**src/rtl/hb_pkg.sv**
```systemverilog
package hb_pkg;

    typedef enum logic [2:0] {
        ST_SLEEP,
        ST_OFF,
        ST_DRIVE,
        ST_UV,
        ST_LATCH
    } hb_state_e;

    typedef struct packed {
        logic leg_a;
        logic leg_b;
        logic invert;
        logic halt;
        logic arm;
        logic wake;
        logic uv;
        logic ot;
        logic cool;
        logic sc;
    } hb_in_t;

    localparam int IN_W = $bits(hb_in_t);

    localparam hb_in_t IN_IDLE = '{
        leg_a:  1'b1,
        leg_b:  1'b1,
        invert: 1'b0,
        halt:   1'b1,
        arm:    1'b0,
        wake:   1'b0,
        uv:     1'b0,
        ot:     1'b0,
        cool:   1'b1,
        sc:     1'b0
    };

endpackage

```
**src/rtl/hb_sync.sv**
```systemverilog
module hb_sync #(
    parameter int               W       = 2,
    parameter logic [W-1:0]     RST_VAL = '0
) (
    input  logic         clk,
    input  logic         rst_n,
    input  logic [W-1:0] d_i,
    output logic [W-1:0] q_o
);

    logic [W-1:0] meta_q;

    always_ff @(posedge clk or negedge rst_n) begin
        if (!rst_n) begin
            meta_q <= RST_VAL;
            q_o    <= RST_VAL;
        end else begin
            meta_q <= d_i;
            q_o    <= meta_q;
        end
    end

endmodule

```
**src/rtl/hb_ctrl_fsm.sv**
```systemverilog
module hb_ctrl_fsm
    import hb_pkg::*;
(
    input  logic   clk,
    input  logic   rst_n,
    input  hb_in_t s_i,
    output logic   drive_en_o,
    output logic   flag_n_o
);

    hb_state_e st_q, st_d;
    logic      halt_q, arm_q;
    logic      clr_ev;

    function automatic hb_state_e pick(input hb_in_t v);
        if (v.sc || v.ot)           return ST_LATCH;
        else if (v.uv)              return ST_UV;
        else if (v.halt || !v.arm)  return ST_OFF;
        else                        return ST_DRIVE;
    endfunction

    always_ff @(posedge clk or negedge rst_n) begin
        if (!rst_n) begin
            halt_q <= IN_IDLE.halt;
            arm_q  <= IN_IDLE.arm;
        end else begin
            halt_q <= s_i.halt;
            arm_q  <= s_i.arm;
        end
    end

    assign clr_ev = ((halt_q && !s_i.halt) || (!arm_q && s_i.arm)) && s_i.cool;

    always_comb begin
        st_d = st_q;
        unique case (st_q)
            ST_SLEEP: if (s_i.wake) st_d = pick(s_i);
            ST_OFF,
            ST_DRIVE,
            ST_UV:    st_d = s_i.wake ? pick(s_i) : ST_SLEEP;
            ST_LATCH: begin
                if (!s_i.wake)   st_d = ST_SLEEP;
                else if (clr_ev) st_d = pick(s_i);
            end
            default:  st_d = ST_SLEEP;
        endcase
    end

    always_ff @(posedge clk or negedge rst_n) begin
        if (!rst_n) st_q <= ST_SLEEP;
        else        st_q <= st_d;
    end

    always_ff @(posedge clk or negedge rst_n) begin
        if (!rst_n) flag_n_o <= 1'b1;
        else        flag_n_o <= !(st_d == ST_UV || st_d == ST_LATCH);
    end

    assign drive_en_o = (st_q == ST_DRIVE);

    p_latch_hold_r6: assert property (@(posedge clk) disable iff (!rst_n)
        (st_q == ST_LATCH && s_i.wake && !clr_ev) |=> st_q == ST_LATCH);

    p_flag_low_r6: assert property (@(posedge clk) disable iff (!rst_n)
        (st_q == ST_LATCH || st_q == ST_UV) |-> !flag_n_o);

    p_sleep_r4: assert property (@(posedge clk) disable iff (!rst_n)
        !s_i.wake |=> (st_q == ST_SLEEP && !drive_en_o));

    p_hot_hold_r9: assert property (@(posedge clk) disable iff (!rst_n)
        (st_q == ST_LATCH && !s_i.cool) |=> (st_q == ST_LATCH || st_q == ST_SLEEP));

    p_uv_recover_r10: assert property (@(posedge clk) disable iff (!rst_n)
        (st_q == ST_UV && s_i.wake && !s_i.uv && !s_i.sc && !s_i.ot) |=> (st_q != ST_UV && flag_n_o));

endmodule

```
**src/rtl/hb_deadband.sv**
```systemverilog
module hb_deadband #(
    parameter int DEAD_CYC = 4
) (
    input  logic clk,
    input  logic rst_n,
    input  logic drive_en_i,
    input  logic level_i,
    output logic hs_o,
    output logic ls_o
);

    localparam int CW = (DEAD_CYC < 2) ? 1 : $clog2(DEAD_CYC);
    localparam logic [CW-1:0] LOAD = CW'(DEAD_CYC - 1);

    logic [CW-1:0] cnt_q;
    logic          hs_t, ls_t;

    assign hs_t = drive_en_i &&  level_i;
    assign ls_t = drive_en_i && !level_i;

    always_ff @(posedge clk or negedge rst_n) begin
        if (!rst_n) begin
            hs_o  <= 1'b0;
            ls_o  <= 1'b0;
            cnt_q <= '0;
        end else if ((hs_o || ls_o) && (hs_o != hs_t || ls_o != ls_t)) begin
            hs_o  <= 1'b0;
            ls_o  <= 1'b0;
            cnt_q <= LOAD;
        end else if (!hs_o && !ls_o) begin
            if (cnt_q != '0) begin
                cnt_q <= cnt_q - 1'b1;
            end else begin
                hs_o <= hs_t;
                ls_o <= ls_t;
            end
        end
    end

    p_no_overlap_r11: assert property (@(posedge clk) disable iff (!rst_n)
        !(hs_o && ls_o));

    p_hs_gap_r11: assert property (@(posedge clk) disable iff (!rst_n)
        $fell(hs_o) |-> !ls_o);

    p_ls_gap_r11: assert property (@(posedge clk) disable iff (!rst_n)
        $fell(ls_o) |-> !hs_o);

endmodule

```
**src/rtl/hbridge_ctrl.sv**
```systemverilog
module hbridge_ctrl
    import hb_pkg::*;
#(
    parameter int DEAD_CYC = 4
) (
    input  logic clk,
    input  logic rst_n,
    input  logic leg_a_i,
    input  logic leg_b_i,
    input  logic invert_i,
    input  logic halt_i,
    input  logic arm_i,
    input  logic wake_i,
    input  logic uv_i,
    input  logic ot_i,
    input  logic cool_i,
    input  logic sc_i,
    output logic hs_a_o,
    output logic ls_a_o,
    output logic hs_b_o,
    output logic ls_b_o,
    output logic flag_n_o
);

    localparam int LEGS = 2;

    hb_in_t          raw, syn;
    logic            drive_en;
    logic [LEGS-1:0] cmd, hs, ls;

    assign raw = '{
        leg_a:  leg_a_i,
        leg_b:  leg_b_i,
        invert: invert_i,
        halt:   halt_i,
        arm:    arm_i,
        wake:   wake_i,
        uv:     uv_i,
        ot:     ot_i,
        cool:   cool_i,
        sc:     sc_i
    };

    hb_sync #(
        .W       (IN_W),
        .RST_VAL (IN_IDLE)
    ) u_sync (
        .clk   (clk),
        .rst_n (rst_n),
        .d_i   (raw),
        .q_o   (syn)
    );

    hb_ctrl_fsm u_fsm (
        .clk        (clk),
        .rst_n      (rst_n),
        .s_i        (syn),
        .drive_en_o (drive_en),
        .flag_n_o   (flag_n_o)
    );

    assign cmd = {syn.leg_b, syn.leg_a};

    for (genvar g = 0; g < LEGS; g++) begin : g_leg
        hb_deadband #(
            .DEAD_CYC (DEAD_CYC)
        ) u_db (
            .clk        (clk),
            .rst_n      (rst_n),
            .drive_en_i (drive_en),
            .level_i    (cmd[g] ^ syn.invert),
            .hs_o       (hs[g]),
            .ls_o       (ls[g])
        );
    end

    assign hs_a_o = hs[0];
    assign ls_a_o = ls[0];
    assign hs_b_o = hs[1];
    assign ls_b_o = ls[1];

    initial begin
        assert (DEAD_CYC >= 1) else $error("DEAD_CYC must be at least 1");
    end

    p_reset_quiet_r5: assert property (@(posedge clk) disable iff (!rst_n)
        $rose(rst_n) |-> (flag_n_o && !hs && !ls));

    p_latch_gates_off_r6: assert property (@(posedge clk) disable iff (!rst_n)
        (!flag_n_o && $past(!flag_n_o)) |-> (hs == '0 && ls == '0));

endmodule

```
**config.mk**
```make
export PLATFORM = sky130hd
export DESIGN_NAME = hbridge_ctrl
export DESIGN_NICKNAME = d
export VERILOG_FILES = /design/src/rtl/hb_pkg.sv /design/src/rtl/hb_sync.sv /design/src/rtl/hb_ctrl_fsm.sv /design/src/rtl/hb_deadband.sv /design/src/rtl/hbridge_ctrl.sv
export SDC_FILE = /design/constraint.sdc
export NUM_CORES = 1
export LEC_CHECK = 0
export ABC_AREA = 1
export BUFFER_PORTS_ARGS = -buffer_cell sky130_fd_sc_hd__buf_4
export CAP_MARGIN = 25
export CORE_ASPECT_RATIO = 0.8
export CORE_UTILIZATION = 45
export CTS_BUF_LIST = sky130_fd_sc_hd__clkbuf_4 sky130_fd_sc_hd__clkbuf_8
export CTS_CLUSTER_DIAMETER = 40
export CTS_CLUSTER_SIZE = 16
export DETAILED_ROUTE_END_ITERATION = 6
export HOLD_SLACK_MARGIN = 0.12
export PLACE_DENSITY = 0.63
export SYNTH_ARGS = -nofsm -noshare
export SYNTH_HDL_FRONTEND = slang
export SYNTH_SLANG_ARGS = --single-unit
export TNS_END_PERCENT = 50
```
**constraint.sdc**
```tcl
create_clock -name clk -period 1.6 [get_ports clk]
set_input_delay 0.24 -clock clk [delete_from_list [all_inputs] [get_ports clk]]
set_output_delay 0.24 -clock clk [all_outputs]
set_load 0.005 [all_outputs]
```
==> impl_results.md <==
- Outcome: completed
- Non-filler cells, final: 181
- DRC viols: 0
- Worst Tran Pin Value: 0.3904 ns
- Routed vias: 790
- Placeable Area: 2522 sq um
- CTS Buf Count: 5
- Num Clock Sinks: 34
- DRT iter0 DRCs: 35
- Slew Limit Headroom: 73.97%
- Synth warn: 0
- VDD IR-drop max: 0.7343 mV
- Setup crit end kind: flip-flop
- Period utilization: 81.49%
- Initial DRT Pass Iterations: 4
- Data required, critical path: 1.82 ns
- Main synth FF type: dfrtp_1
- Synth Net Count: 124
- RR Startpoint: g_leg[1].u_db.cnt_q[0]$_DFFE_PN0P_
- Final hold viol count: 0
- I/O Buffers: 16
- Reg2reg setup slack: 0.30 ns
- Routed length per instance: 9.254 um
- Fin worst setup slack: 0.2961 ns
- Tmin final: 1.304 ns
- Vias per cell: approximately 4.4
- CP startpoint kind: flip-flop
- Detail Route Antenna Nets: 0
- Chip Width: slightly above 60 um
- Top post-synthesis cells by area: dfrtp_1 (48%), dfstp_2 (21%), nand2_1 (7.6%)
- Crit Path Class: reg -> reg
- Diode count: 0
- Initial antenna violation count: 0
- Synth top cells by count: nand2_1 (25), dfrtp_1 (24), inv_1 (20), dfstp_2 (10), nand3_1 (5)
- Share of the synthesized area in the top cell type: 48.48%
- Post-synth EDFFs: 0
- Post-route setup TNS: 0 ns
- Largest net degree at the start of global routing: 35
- Worst min path class: reg -> reg
- DP Area: 1404 sq um
- Yosys cell types: 18
- Power density over the cells: 1154 nW/um^2
- Tot GR Track Use: 14.54%
- Final design utilization: 62.20%
- Max Fclk: 766.9 MHz
- Global-route wire length before repair: approximately 2.9 mm
- Reg clk slew, reported paths: approximately 0.09 ns
- Crit. Startpoint: g_leg[1].u_db.cnt_q[0]$_DFFE_PN0P_
- Final Setup Violations: 0
- Effective utilization at floorplan: 49.11%
- Fillers: about 220
- Number of H-tree levels: 2
- Most common cell in the netlist: nand2_1
- Share of layout cells above drive strength 1: 24.14%
- Die Y: just under 50 um
- Async set-reset flop share out of synthesis: 100.0%
- CTS tree: done
- Post-synth top area cell: dfrtp_1
- Final nets: 158
- # IOs: 17
- Register area share after synthesis: 69.70%
- CP endpoint: g_leg[1].u_db.cnt_q[0]$_DFFE_PN0P_
- Vias in the first global route: approximately 730
- Detailed placement HPWL: 1.144 mm
- Root Buffer: clkbuf_4
- DIE AREA: 2968 sq um
- Final wirelength: roughly 1.7 mm
- Max_cap viols: 0
- Insertion delay to the later sink of the worst-skew pair: 0.33 ns
- #FFs+latches synth: 34
- CP max FO: 3
- RSZ-0062 raised after global routing: false
- Reg-to-reg endpoint: g_leg[1].u_db.cnt_q[0]$_DFFE_PN0P_
- Final instance area: 1569 sq um
- Clock Skew: between 0.003 and 0.004 ns
- GP Congestion: 0.7538
- Gr ovfl total: 0
- CTS resizes: 0
- Post-Syn Area: ~1200 sq um
- Leak pwr: 0.7855 nW
- Row count: 16
- Area Growth Syn to Fin: 26.67%
- Placed Instances: 162
- Syn Inst Count: 110
- Mapped Avg Cell Area: 11.26 sq um
- Fin. max-slew vios: 0
- FF-to-FF path depth: 5
- Pre-CTS setup slack: approximately 0.29 ns
- CTS max path bufs: 2
- CP arrival: 1.53 ns
-- registers in the layout (all words and copies together), names as in the netlist --
register	count
g_leg.u_db.cnt_q	4
g_leg.u_db.hs_o	2
g_leg.u_db.ls_o	2
u_fsm.arm_q	1
u_fsm.flag_n_o	1
u_fsm.halt_q	1
u_fsm.st_q	3
u_sync.meta_q	10
u_sync.q_o	10
-- cells by family (layout without fill, tap and decap cells) --
kind of cell	count (synthesis)	in the layout	share of synthesized area, %
AOI/OAI and AO/OA	8	8	4.242
xor gates and xnor gates	5	5	3.536
adders and majority gates	2	2	2.020
buffers and inverters	20	55	6.060
DFF	34	34	69.70
and+or+nand+nor	41	41	14.44
-- per-layer routing --
layer	track usage (%)	part of all wire [%]	up-vias
li1	-	-	406
met1	18.43	50	359
met5	0	0	-
met4	10.23	3.4	0
met3	7.162	5.3	6
met2	19.05	41	19
-- timing repair --
item,4_1_cts,5_1_grt
hold buffers,11,0
buffers inserted,0,0
endpoints found under the hold margin,34,0
-- critical path, stage by stage, from the launching register on --
cell,delay [ns]
dfrtp_1,0.33
inv_1,0.06
ha_1,0.22
nand3b_1,0.21
xor2_1,0.16
or2_1,0.22
-- placed cells by master (no fill, tap or decap) --
cell / n
xnor2_1: 2
clkinv_2: 2
nand3b_1: 1
dlygate4sd3_1: 11
xor2_1: 3
nor2_1: 4
ha_1: 2
nand4_1: 2
a21oi_1: 1
buf_4: 16
o2111ai_1: 2
dfrtp_1: 24
a211oi_1: 2
and3_1: 1
o21ai_0: 3
nand2_1: 25
nor2_2: 1
or2_1: 2
clkbuf_4: 6
inv_1: 20
nand3_1: 5
dfstp_2: 10
-- power by group --
| group | internal (mW) | switching, mW | total, mW |
|---|---|---|---|
| Sequential | 0.961 | 0.0359 | 0.997 |
| Combinational | 0.176 | 0.185 | 0.361 |
| Clock | 0.184 | 0.268 | 0.452 |
-- worst min path at each step --
stage,start,to,slack (ns),cells after the start
final,u_sync.meta_q[2]$_DFF_PN0_,u_sync.q_o[2]$_DFF_PN0_,0.35,0
after global routing,u_sync.meta_q[2]$_DFF_PN0_,u_sync.q_o[2]$_DFF_PN0_,0.36,0
after CTS,u_sync.meta_q[2]$_DFF_PN0_,u_sync.q_o[2]$_DFF_PN0_,0.36,0
after detailed placement,rst_n,u_fsm.st_q[2]$_DFF_PN0_,0.20,1
after global placement,rst_n,u_fsm.st_q[2]$_DFF_PN0_,0.19,1
after floorplan,rst_n,g_leg[0].u_db.cnt_q[0]$_DFFE_PN0P_,-0.06,0
-- metrics by stage --
stage / hold WS, ns / total power, mW
after global placement: 0.1926 / 1.335
after detailed placement: 0.2002 / 1.365
after floorplan: -0.05559 / 1.261
after CTS: 0.3569 / 1.842
final: 0.3540 / 1.810
after global routing: 0.3637 / 1.957
-- area by class of cell --
cell class | instances | area [sq um] | area share [%]
Sequential cell | 34 | 863.3 | 55.02
Inverter | 20 | 75.07 | 4.785
Multi-Input combinational cell | 56 | 300.3 | 19.14
Clock inverter | 2 | 10.01 | 0.6380
Tap cell | 36 | 45.04 | 2.871
Clock buffer | 6 | 45.04 | 2.871
Timing Repair Buffer | 27 | 230.2 | 14.67
No activity file was read; power rests on OpenSTA's default activity.
